<file path="config.mk">
export PLATFORM = sky130hd
export DESIGN_NAME = uiid_top
export DESIGN_NICKNAME = d
export VERILOG_FILES = /design/src/rtl/uiid_pkg.sv /design/src/rtl/uiid_enable_reg.sv /design/src/rtl/uiid_src_latch.sv /design/src/rtl/uiid_prio.sv /design/src/rtl/uiid_top.sv
export SDC_FILE = /design/constraint.sdc
export NUM_CORES = 1
export LEC_CHECK = 0
export BUFFER_PORTS_ARGS = -buffer_cell sky130_fd_sc_hd__buf_2
export CORE_UTILIZATION = 40
export DETAILED_ROUTE_END_ITERATION = 8
export HOLD_SLACK_MARGIN = 0.02
export PLACE_DENSITY = 0.72
export SKIP_CTS_REPAIR_TIMING = 1
export SYNTH_ARGS = -nofsm -noshare
export SYNTH_HDL_FRONTEND = slang
export SYNTH_SLANG_ARGS = --single-unit
</file>
<file path="constraint.sdc">
create_clock -name clk -period 1.6 [get_ports clk]
set_input_delay 0.48 -clock clk [delete_from_list [all_inputs] [get_ports clk]]
set_output_delay 0.48 -clock clk [all_outputs]
set_load 0.02 [all_outputs]
</file>
<file path="src/rtl/uiid_pkg.sv">
package uiid_pkg;

    localparam int EN_W   = 4;
    localparam int ID_W   = 3;

    localparam int EN_RX  = 0;
    localparam int EN_TX  = 1;
    localparam int EN_LS  = 2;
    localparam int EN_MS  = 3;

    localparam logic [ID_W-1:0] ID_MS  = 3'd0;
    localparam logic [ID_W-1:0] ID_TXE = 3'd1;
    localparam logic [ID_W-1:0] ID_RXD = 3'd2;
    localparam logic [ID_W-1:0] ID_LS  = 3'd3;
    localparam logic [ID_W-1:0] ID_RTO = 3'd6;

    typedef enum logic [2:0] {
        ST_IDLE,
        ST_LS,
        ST_RXD,
        ST_RTO,
        ST_TXE,
        ST_MS
    } uiid_state_e;

endpackage

</file>
<file path="src/rtl/uiid_enable_reg.sv">
module uiid_enable_reg #(
    parameter int W = 4
) (
    input  logic         clk,
    input  logic         rst_n,
    input  logic         we,
    input  logic [W-1:0] wdata,
    output logic [W-1:0] q
);

    always_ff @(posedge clk or negedge rst_n) begin
        if (!rst_n) begin
            q <= '0;
        end else if (we) begin
            q <= wdata;
        end
    end

endmodule

</file>
<file path="src/rtl/uiid_src_latch.sv">
module uiid_src_latch #(
    parameter int MS_W = 4
) (
    input  logic            clk,
    input  logic            rst_n,
    input  logic            ls_evt,
    input  logic            lsr_rd,
    input  logic            tx_load_evt,
    input  logic            thr_wr,
    input  logic            txe_ack,
    input  logic [MS_W-1:0] msr_delta,
    input  logic            msr_rd,
    output logic            ls_pend,
    output logic            txe_pend,
    output logic [MS_W-1:0] ms_flags
);

    // Line status: set has precedence over the read clear.
    always_ff @(posedge clk or negedge rst_n) begin
        if (!rst_n) begin
            ls_pend <= 1'b0;
        end else if (ls_evt) begin
            ls_pend <= 1'b1;
        end else if (lsr_rd) begin
            ls_pend <= 1'b0;
        end
    end

    // Transmit empty: a holding write beats both the load event and the ack.
    always_ff @(posedge clk or negedge rst_n) begin
        if (!rst_n) begin
            txe_pend <= 1'b0;
        end else if (thr_wr) begin
            txe_pend <= 1'b0;
        end else if (tx_load_evt) begin
            txe_pend <= 1'b1;
        end else if (txe_ack) begin
            txe_pend <= 1'b0;
        end
    end

    // Modem deltas: one sticky flag per line.
    for (genvar i = 0; i < MS_W; i++) begin : g_ms
        always_ff @(posedge clk or negedge rst_n) begin
            if (!rst_n) begin
                ms_flags[i] <= 1'b0;
            end else if (msr_delta[i]) begin
                ms_flags[i] <= 1'b1;
            end else if (msr_rd) begin
                ms_flags[i] <= 1'b0;
            end
        end
    end

endmodule

</file>
<file path="src/rtl/uiid_prio.sv">
module uiid_prio
    import uiid_pkg::*;
(
    input  logic [EN_W-1:0] ier,
    input  logic            ls_pend,
    input  logic            rx_tmo,
    input  logic            rx_trig,
    input  logic            txe_pend,
    input  logic            ms_any,
    output uiid_state_e     next_state
);

    always_comb begin
        if (ls_pend && ier[EN_LS]) begin
            next_state = ST_LS;
        end else if (rx_tmo && ier[EN_RX]) begin
            next_state = ST_RTO;
        end else if (rx_trig && ier[EN_RX]) begin
            next_state = ST_RXD;
        end else if (txe_pend && ier[EN_TX]) begin
            next_state = ST_TXE;
        end else if (ms_any && ier[EN_MS]) begin
            next_state = ST_MS;
        end else begin
            next_state = ST_IDLE;
        end
    end

endmodule

</file>
<file path="src/rtl/uiid_top.sv">
module uiid_top
    import uiid_pkg::*;
#(
    parameter int MS_W = 4
) (
    input  logic            clk,
    input  logic            rst_n,
    input  logic            ier_we,
    input  logic [EN_W-1:0] ier_wdata,
    input  logic            ls_evt,
    input  logic            lsr_rd,
    input  logic            rx_trig,
    input  logic            rx_tmo,
    input  logic            tx_load_evt,
    input  logic            thr_wr,
    input  logic [MS_W-1:0] msr_delta,
    input  logic            msr_rd,
    input  logic            iir_rd,
    output logic            irq,
    output logic [ID_W-1:0] int_id,
    output logic            int_none,
    output logic [EN_W-1:0] ier_q,
    output logic [MS_W-1:0] msr_flags
);

    uiid_state_e state_q;
    uiid_state_e state_d;
    logic        ls_pend;
    logic        txe_pend;
    logic        txe_ack;

    assign txe_ack = iir_rd && (state_q == ST_TXE);

    uiid_enable_reg #(.W(EN_W)) u_ier (
        .clk   (clk),
        .rst_n (rst_n),
        .we    (ier_we),
        .wdata (ier_wdata),
        .q     (ier_q)
    );

    uiid_src_latch #(.MS_W(MS_W)) u_src (
        .clk         (clk),
        .rst_n       (rst_n),
        .ls_evt      (ls_evt),
        .lsr_rd      (lsr_rd),
        .tx_load_evt (tx_load_evt),
        .thr_wr      (thr_wr),
        .txe_ack     (txe_ack),
        .msr_delta   (msr_delta),
        .msr_rd      (msr_rd),
        .ls_pend     (ls_pend),
        .txe_pend    (txe_pend),
        .ms_flags    (msr_flags)
    );

    uiid_prio u_prio (
        .ier        (ier_q),
        .ls_pend    (ls_pend),
        .rx_tmo     (rx_tmo),
        .rx_trig    (rx_trig),
        .txe_pend   (txe_pend),
        .ms_any     (|msr_flags),
        .next_state (state_d)
    );

    // State register: the reported source.
    always_ff @(posedge clk or negedge rst_n) begin
        if (!rst_n) begin
            state_q <= ST_IDLE;
        end else begin
            state_q <= state_d;
        end
    end

    // Output decode from the state register only.
    always_comb begin
        irq      = 1'b1;
        int_none = 1'b0;
        int_id   = ID_MS;
        unique case (state_q)
            ST_IDLE: begin
                irq      = 1'b0;
                int_none = 1'b1;
                int_id   = ID_MS;
            end
            ST_LS:   int_id = ID_LS;
            ST_RXD:  int_id = ID_RXD;
            ST_RTO:  int_id = ID_RTO;
            ST_TXE:  int_id = ID_TXE;
            ST_MS:   int_id = ID_MS;
            default: begin
                irq      = 1'b0;
                int_none = 1'b1;
                int_id   = ID_MS;
            end
        endcase
    end

endmodule

</file>
## Word level (Yosys, flattened, before mapping)

Cells that the tools add are included.

- Bits in registers: 13
- Latch bits: 0
- Memory bits (writable): 0
- Bits in read-only memories: 0
- Output and inout bits: 13
- Word-level logic and storage cells: 45
- Memories: 0

- Add/sub/neg operators: 0
- Multiply operators: 0
- Div/mod/pow operators: 0
- Magnitude comparators: 0
- Equality and inequality tests: 5
- Shift operators: 0
- Mux-type cells: 18
- Bitwise operators: 0
- Reductions and logical operators: 14

Operators with widths:

| operator | number |
|---|---|
| $mux W3 | 5 |
| $mux W1 | 12 |
| $pmux W3 S4 | 1 |
| $reduce_bool A2 Y1 | 5 |
| $eq A3 B2 Y1 const B | 2 |
| $eq A3 B3 Y1 const B | 2 |
| $logic_and A1 B1 Y1 | 6 |
| $reduce_or A5 Y1 | 1 |
| $reduce_or A4 Y1 | 1 |
| $eq A3 B1 Y1 const B | 1 |
| $reduce_bool A3 Y1 | 1 |

## Logic depth before layout (Yosys ltp)

Gate-level depths: netlist (run 1).

- Depth after elaboration: 7
- Depth in mapped cells: 3

## Cells and area by module

Synthesis (run 1) repeated with hierarchy kept, for this count alone.

- Cell total of the unflattened synthesis: 47
- Area, all modules: 555.5 sq um

By module, submodules not included:

| module | instances | cells an instance | area an instance (sq um) | seq. area each (sq um) |
|---|---|---|---|---|
| uiid_src_latch | 1 | 16 | 221.5 | 150.1 |
| uiid_enable_reg | 1 | 8 | 145.1 | 100.1 |
| uiid_top | 1 | 14 | 133.9 | 75.1 |
| uiid_prio | 1 | 9 | 55.1 | 0.0 |

## Least setup slack after synthesis (run 1)

OpenSTA, ideal clock, no wires.

- Kind: reg2out
- From: reg state_q[2]
- To: out int_none
- Data arrival time: 1.048 ns
- Data required time: 1.120 ns
- Path slack: 0.072 ns
- Stages on the path, launching flop included: 4
- Cells stage by stage: dfrtp_1 nor3_1 a21oi_1 inv_1

- Word-level cells in the longest chain between the ends: 3

Ends and longest elaborated chain:

| what | line | RTL |
|---|---|---|
| start: declaration | uiid_top.sv:26 | `uiid_state_e state_q;` |
| start signal: assignment | uiid_top.sv:72 | `state_q <= state_d;` |
| $eq A3 B3 Y1, or another cell as far along | uiid_top.sv:81 | `unique case (state_q)` |
| $reduce_or A5 Y1 (no line) * | -- |  |
| $mux W1 * | uiid_top.sv:81 |  |
| end: declaration | uiid_top.sv:21 | `output logic int_none,` |

Mark *: on every way between the ends. The rest lies on a longest branch, timed or not.

## Final worst setup path (run 1)

Same ends and word-level chain as after synthesis.

==> flow_summary.json, run 1 <==
{
  "status": "finished, violations left",
  "violations": "setup timing",
  "ant_nets": 0,
  "insertedDiodeCount": 0,
  "synth_cell_type_count": 17,
  "synth_common_cells": "13 x dfrtp_1, 4 x a21o_1, 4 x mux2_2, 4 x nor2_1",
  "htreeDepth": 1,
  "cp-start-kind": "register",
  "dieArea_um2": 1510,
  "synth_top_cell_area_share_pct": 60.0,
  "endpoint_kind": "output pin",
  "clock_latency_ps": 280,
  "fin_ws_ps": -47.3,
  "ys_top_cells_by_area": "dfrtp_1 60%, mux2_2 8.3%, a21o_1 5.5%",
  "root_buffer": "clkbuf_4",
  "setup_viol": 2,
  "core-area_um2": 1190,
  "ys_warn_count": 0,
  "fmax_mhz": 607,
  "cts_sinks": 13,
  "clk_pin_slew_ps": 80,
  "fin_crit_sh_pct": 103,
  "drive_above_1_share_pct": 56.4,
  "placement.io_buffers": 31,
  "die_x_um": 38.8,
  "grt_first_pass_wirelength_um": 1740,
  "overflow": 0,
  "syn_area_per_cell_um2": 12.6,
  "period_minus_slack_ps": 1650,
  "finalMaxSlewViolations": 0,
  "dp_hpwl_um": 809,
  "final_util_pct": 64.5,
  "grt_max_degree": 14,
  "syn_inst": 43,
  "dp_slack_ps": 234,
  "critPathArrivalTime_ps": 1170,
  "ys_ff_latch": 13,
  "ys_seq_area_share_pct": 60.0,
  "clockBufferDepth": 2,
  "tns_ps": -74.9,
  "finalHoldViolations": 0,
  "grt_usage_pct": 18.2,
  "ios": 32,
  "ir_drop_v": 0.000508,
  "path_max_fanout": 6,
  "dr_total_vias": 462,
  "start_util_pct": 45.7,
  "rows": 12,
  "relSlewSlack_pct": 78.7,
  "drtIter0Drc": 2,
  "syn-num-nets": 62,
  "yosysMostFrequentCell": "dfrtp_1",
  "gp_congestion": 0.699,
  "yosys.area.top_type": "dfrtp_1",
  "cts_made_buffers": 3,
  "rsz0062_at_grt": "yes",
  "drt_pass1_iterations": 4,
  "worstMarginPinSlew_ps": 317,
  "cts_tree": "done",
  "wl_um": 1060,
  "crit_type": "register to output pin",
  "avgViaCountPerCell": 5.02,
  "powerDensity_nw_per_um2": 1040,
  "min_path_type": "input port to async pin",
  "synth_flop_cell": "dfrtp_1",
  "leakage_nw": 0.392,
  "drv_cap": 0,
  "worstPathRequired_ps": 1120,
  "antenna_found_initial": 0,
  "fin_nets": 98,
  "drc_errors": 0,
  "grt_pass1_vias": 443,
  "die_y_um": 38.8,
  "wire_per_inst_um": 11.5,
  "synth-edff-count": 0,
  "syn_to_final_growth_pct": 41.1,
  "async_flop_share_pct": 100,
  "synth_area_um2": 542,
  "fin_skew_ps": 3.00
}
-- state kept, by name (all words and copies together) (netlist names) --
signal / cells
state_q: 3
u_ier.q: 4
u_src.ls_pend: 1
u_src.ms_flags: 4
u_src.txe_pend: 1
-- through the flow --
step	hold WS, ps	cell area [um2]	total power [mW]	instances
floorplan	184	542	0.506	43
global placement	375	714	0.581	88
detailed placement	374	714	0.586	88
CTS	65.0	742	0.788	92
global route	53.1	764	0.857	92
finish	64.0	764	0.797	92
-- cell families after synthesis --
family,synth area share (%)
multiplexers,8.31
XOR/XNOR,1.62
AND/OR/NAND/NOR,9.24
buffers and inverters,2.08
AO/OA/AOI/OAI,18.7
flip-flops,60.0
-- report_power, final --
part           internal [mW]  switching [mW]
logic                 0.0969           0.105
clock network         0.0927           0.107
registers              0.360          0.0358
-- routing by layer --
metal	up-vias	track usage, %	wire (um)
met5	-	0	0
met4	0	10.3	18
met3	2	6.94	62
met2	18	31.7	546
met1	217	18.2	435
li1	225	-	-
-- cell usage in the layout (no fill, tap or decap) --
| cell type | instances |
|---|---|
| a21oi_1 | 3 |
| inv_1 | 3 |
| nand2_1 | 1 |
| nand4bb_1 | 1 |
| or2_1 | 1 |
| a22o_1 | 1 |
| nor3_2 | 1 |
| nor2_1 | 4 |
| a21o_2 | 1 |
| clkbuf_4 | 3 |
| buf_2 | 28 |
| dfrtp_1 | 11 |
| a221oi_1 | 2 |
| buf_4 | 1 |
| dfrtp_2 | 2 |
| o21ai_0 | 1 |
| and3b_1 | 1 |
| mux2_2 | 4 |
| xnor2_1 | 1 |
| o41ai_2 | 1 |
| buf_6 | 2 |
| clkinv_2 | 1 |
| a21o_1 | 4 |
-- final cells by class --
class	instances	area (um2)
Fill cell	112	422
Multi-Input combinational cell	27	210
Tap cell	14	17.5
Clock inverter	1	5.00
Clock buffer	3	22.5
Timing Repair Buffer	31	170
Sequential cell	13	328
Inverter	3	11.3
-- worst paths after layout --
kind                       cells after the start              to              start  slack (ps)
setup / recovery                               4        int_none         state_q[2]         -50
hold / removal                                 1      u_ier.q[3]              rst_n          60
setup reg to reg                               3      state_q[0]  u_src.ms_flags[1]         370
hold reg to reg                                1      state_q[1]      u_src.ls_pend         500
max in group asynchronous                      1      state_q[0]              rst_n        1300
min in group clk                               2  u_src.txe_pend             thr_wr         350
-- worst max-delay path: stages, from the launching register on --
cell and delay (ps):
dfrtp_2 450, nor3_2 190, a21oi_1 70, inv_1 70, buf_6 110
(Power assumes the default switching activity.)
==> run 2, diff against run 1 <==
SETUP_SLACK_MARGIN = 0.15   (was unset)
==> run 2 against run 1 <==
The flow still finishes with violations (setup timing). Clock skew barely moved. First-iteration DRC count grew to 3.0 times the previous value. Sequential power about the same.
==> flow_summary.json, run 2 (synthesis results as in run 1) <==
{
  "relSlewSlack_pct": 78.7,
  "grt_usage_pct": 15.0,
  "fin_hold_ws_ps": 78.5,
  "grt_first_pass_wirelength_um": 1450,
  "dp_slack_ps": 213,
  "drive_above_1_share_pct": 56.4,
  "syn_to_final_growth_pct": 42.0,
  "clock_latency_ps": 260,
  "cts_made_buffers": 3,
  "leakage_nw": 0.390,
  "slowest_delay_ps": 450,
  "clockBufferDepth": 2,
  "cts_sinks": 13,
  "final_common_cell": "buf_2",
  "violations": "setup timing",
  "ant_nets": 0,
  "clk_pin_slew_ps": 70,
  "power.total_mw": 0.794,
  "worstMarginPinSlew_ps": 315,
  "drtIter0Drc": 6,
  "min_path_type": "input port to async pin",
  "powerDensity_nw_per_um2": 1030,
  "setup_viol": 1,
  "insertedDiodeCount": 0,
  "grt_pass1_vias": 391,
  "placed_cell_area_um2": 718,
  "period_minus_slack_ps": 1620,
  "r2r_slack_ps": 370,
  "core-area_um2": 1190,
  "tns_ps": -20.0,
  "fmax_mhz": 617,
  "dp_hpwl_um": 796,
  "cp-start-kind": "register",
  "overflow": 0,
  "seqCellArea_um2": 328,
  "wire_per_inst_um": 10.9,
  "top_regs": "u_ier.q (4), u_src.ms_flags (4), state_q (3)",
  "die_x_um": 38.8,
  "wl_um": 1000,
  "rsz0062_at_grt": "yes",
  "status": "finished, violations left",
  "antenna_found_initial": 0,
  "fin_ws_ps": -20.0,
  "drv_cap": 0,
  "worstPathCellList": "nor3_2 > a21oi_2 > inv_1 > buf_6",
  "worstPathRequired_ps": 1120,
  "cts_tree": "done",
  "critical_path.top_delay_family": "flip-flops",
  "cp.buffers_inverters": 2,
  "die_y_um": 38.8,
  "final.fill_count": 98,
  "dpl.cell_count": 88,
  "htreeDepth": 1,
  "ios": 32,
  "endpoint_kind": "output pin",
  "finalHoldViolations": 0,
  "path_max_fanout": 6,
  "gp_congestion": 0.659,
  "critPathArrivalTime_ps": 1140,
  "rows": 12,
  "final_util_pct": 64.9,
  "finalMaxSlewViolations": 0,
  "layout.cells.non_filler": 92,
  "dr_total_vias": 447,
  "start_util_pct": 45.7,
  "crit_type": "register to output pin",
  "multi_input_area_um2": 214,
  "grt_max_degree": 14,
  "fin_nets": 98,
  "fin_crit_sh_pct": 101,
  "fin_skew_ps": 2.92,
  "drc_errors": 0,
  "root_buffer": "clkbuf_4",
  "dieArea_um2": 1510,
  "drt_pass1_iterations": 2,
  "stdcell_area_um2": 769,
  "placement.io_buffers": 31,
  "ir_drop_v": 0.000692,
  "critPathSlowestCell": "dfrtp_2",
  "avgViaCountPerCell": 4.86,
  "layout_common_cells": "27 x buf_2, 11 x dfrtp_1, 4 x nor2_1, 4 x mux2_2, 4 x a21o_1"
}
==> run 2: changes by cell type in the layout (fill, tap and decap cells not counted) <==
cell,delta
a21oi_1,-1
a21oi_2,+1
buf_2,-1
buf_4,+1
clkbuf_1,+1
clkinv_2,-1
==> run 2: worst register-to-register path, cell delays in order (launching register included) <==
cell and delay [ps]:
dfrtp_1 410, o41ai_2 410, a221oi_1 90, or2_1 220
==> run 2: final cells by class <==
cell class,count,area share [%]
well taps,14,2.28
repair buffers,31,22.4
clock buffers,4,3.41
inverters,3,1.46
multi-input cells,27,27.8
flip-flops and latches,13,42.6
==> run 2: where the power goes <==
part | internal (mW) | switching (mW) | leakage [nW]
Sequential | 0.360 | 0.0359 | 0.147
Clock | 0.0964 | 0.0955 | 0.0150
Combinational | 0.100 | 0.106 | 0.228
Total | 0.556 | 0.237 | 0.390
==> run 2: path summary, 6_finish.rpt <==
path | from | end | cells past startpoint
worst max-delay path | state_q[2] | int_none | 4
worst min-delay path | rst_n | u_src.ms_flags[1] | 1
worst max register to register | u_src.ms_flags[1] | state_q[0] | 3
worst min register to register | u_src.ls_pend | state_q[1] | 1
max in group asynchronous | rst_n | state_q[2] | 1
min in group clk | thr_wr | u_src.txe_pend | 2
==> run 2: layer usage <==
layer | vias to the layer above | global-route usage (%) | share of wire (%)
li1 | 225 | - | -
met1 | 206 | 14.0 | 41
met2 | 16 | 27.9 | 53
met3 | 0 | 8.67 | 5.2
met4 | 0 | 2.59 | 0
met5 | - | 0 | 0
==> run 3, diff against run 2 <==
ABC_AREA = 1   (was unset)
CAP_MARGIN = 40   (was unset)
CORE_UTILIZATION = 41   (was 40)
==> run 3 against run 2 <==
The flow still finishes with violations (setup timing). Critical path type unchanged. Sequential power is 2% lower. Final cell count is 15% higher. Non-clock buffer count is 1 higher. Die area is 0.70% higher. Fmax is 0.61% higher. Worst setup slack better by 9.8 ps. Hold slack worse by 7.3 ps. Global-route usage is 1.6 points higher. Synthesized cell count is 30% higher.
==> flow_summary.json, run 3 <==
{
  "async_flop_share_pct": 100,
  "path_max_fanout": 5,
  "core-area_um2": 1190,
  "start_util_pct": 47.2,
  "dp_hpwl_um": 827,
  "avgViaCountPerCell": 4.64,
  "power_frac_comb_pct": 28.0,
  "ys_top_cells_by_area": "dfrtp_1 58%, mux2_2 8.1%, o21bai_1 8.1%",
  "drv_cap": 0,
  "cp.buffers_inverters": 2,
  "violations": "setup timing",
  "syn_to_final_growth_pct": 42.1,
  "fin_skew_ps": 0.869,
  "die_x_um": 38.9,
  "grt_max_degree": 14,
  "syn_inst": 56,
  "critPathArrivalTime_ps": 1130,
  "worstPathRequired_ps": 1120,
  "drtIter0Drc": 6,
  "clkPwrFrac_pct": 24.4,
  "crit_type": "register to output pin",
  "ir_drop_v": 0.000524,
  "wire_per_inst_um": 9.40,
  "tns_ps": -10.2,
  "fin_crit_sh_pct": 101,
  "synth_common_cells": "13 x dfrtp_1, 11 x nand2_1, 8 x inv_1",
  "powerDensity_nw_per_um2": 1020,
  "ys_ff_latch": 13,
  "power.total_mw": 0.813,
  "placement.io_buffers": 31,
  "insertedDiodeCount": 0,
  "setup_viol": 1,
  "syn_area_per_cell_um2": 9.99,
  "yosys.area.top_type": "dfrtp_1",
  "finalHoldViolations": 0,
  "layout_common_cells": "27 x buf_2, 12 x dfrtp_1, 11 x nand2_1",
  "grt_pass1_vias": 416,
  "crit_top_cell": "o21ai_2",
  "worstPathCellList": "o21ai_2 > o21ai_2 > inv_1 > buf_6",
  "critPathSlowestCell": "dfrtp_2",
  "cp-start-kind": "register",
  "syn-num-nets": 75,
  "worstMarginPinSlew_ps": 281,
  "rows": 12,
  "overflow": 0,
  "seqCellArea_um2": 327,
  "slowest_delay_ps": 440,
  "cts_tree": "done",
  "p_int_mw": 0.560,
  "ys_seq_area_share_pct": 58.2,
  "clock_latency_ps": 270,
  "yosysMostFrequentCell": "dfrtp_1",
  "rsz0062_at_grt": "yes",
  "grt_usage_pct": 16.6,
  "ios": 32,
  "critical_path.top_delay_family": "flip-flops",
  "ant_nets": 0,
  "die_y_um": 38.9,
  "cts_sinks": 13,
  "finalMaxSlewViolations": 0,
  "grt_first_pass_wirelength_um": 1600,
  "placed_cell_area_um2": 732,
  "root_buffer": "clkbuf_4",
  "leakage_nw": 0.439,
  "fmax_mhz": 621,
  "dr_total_vias": 492,
  "clk_pin_slew_ps": 70,
  "drive_above_1_share_pct": 48.9,
  "endpoint_kind": "output pin",
  "synth-edff-count": 0,
  "ys_warn_count": 0,
  "multi_input_area_um2": 214,
  "switching_share_pct": 31.0,
  "relSlewSlack_pct": 81.3,
  "synth_cell_type_count": 10,
  "top_regs": "u_ier.q (4), u_src.ms_flags (4), state_q (3)",
  "dieArea_um2": 1520,
  "p_seq_share_pct": 47.6,
  "synth_flop_cell": "dfrtp_1",
  "synth_area_um2": 559,
  "wl_um": 996,
  "cts_made_buffers": 3,
  "fin_nets": 112,
  "drc_errors": 0,
  "min_path_type": "input port to async pin",
  "fin_ws_ps": -10.2,
  "stdcell_area_um2": 795,
  "power_switching_mw": 0.252,
  "final_common_cell": "buf_2",
  "gp_congestion": 0.704,
  "synth_top_cell_area_share_pct": 58.2,
  "final.fill_count": 103,
  "htreeDepth": 1,
  "status": "finished, violations left",
  "drt_pass1_iterations": 6,
  "period_minus_slack_ps": 1610,
  "antenna_found_initial": 0,
  "clockBufferDepth": 2
}
## run 3: changes by cell type after synthesis, sizes merged, moves of 3 or more
cell / change
o21bai: +6
nand2: +10
nand3: +3
a21o: -5
inv: +5
## run 3: layout make-up
class / count / area share (%)
Sequential cell: 13 / 41.1
Multi-Input combinational cell: 35 / 26.9
Timing Repair Buffer: 32 / 22.7
Inverter: 8 / 3.78
Clock buffer: 4 / 3.31
Tap cell: 14 / 2.20
## run 3: worst paths after layout
path | startpoint | end | slack, ps | cells after the start
worst max-delay path | state_q[2] | int_none | -10 | 4
worst min-delay path | rst_n | u_src.ls_pend | 70 | 1
worst max register to register | state_q[1] | u_src.txe_pend | 690 | 4
worst min register to register | u_src.ls_pend | u_src.ls_pend | 520 | 2
max in group asynchronous | rst_n | state_q[2] | 1290 | 1
min in group clk | lsr_rd | u_src.ls_pend | 370 | 2
## run 3: metrics by stage
stage / utilization (%) / setup slack [ps] / hold slack (ps) / instances
after floorplan: - / 245 / 184 / 56
after global placement: 61.7 / 286 / 381 / 101
after detailed placement: 61.7 / 259 / 378 / 101
after CTS: 63.9 / -58.0 / 65.9 / 105
after global routing: 67.0 / -73.2 / 83.9 / 106
final: 67.0 / -10.2 / 71.3 / 106
## run 3: routing by layer
layer	part of all wire [%]	GRT usage, %	wire length [um]
met2	48	27.9	474
met1	43	16.7	426
met3	8.2	8.67	82
met5	0	0	0
met4	1.3	7.76	13
## run 3: power groups by stage
stage	Sequential [mW]	Combinational, mW	Clock [mW]
finish	0.387	0.228	0.198
global route	0.391	0.251	0.219
CTS	0.386	0.197	0.215
detailed placement	0.392	0.197	0
global placement	0.390	0.194	0
floorplan	0.410	0.0985	0
## run 3: cells by family (layout without fill, tap and decap cells)
kind of cell	count (synthesis)	count (layout)	synth area share [%]
and+or+nand+nor	20	20	14.1
DFF	13	13	58.2
AOI/OAI and AO/OA	11	11	14.3
buffers and inverters	8	44	5.37
muxes	4	4	8.05
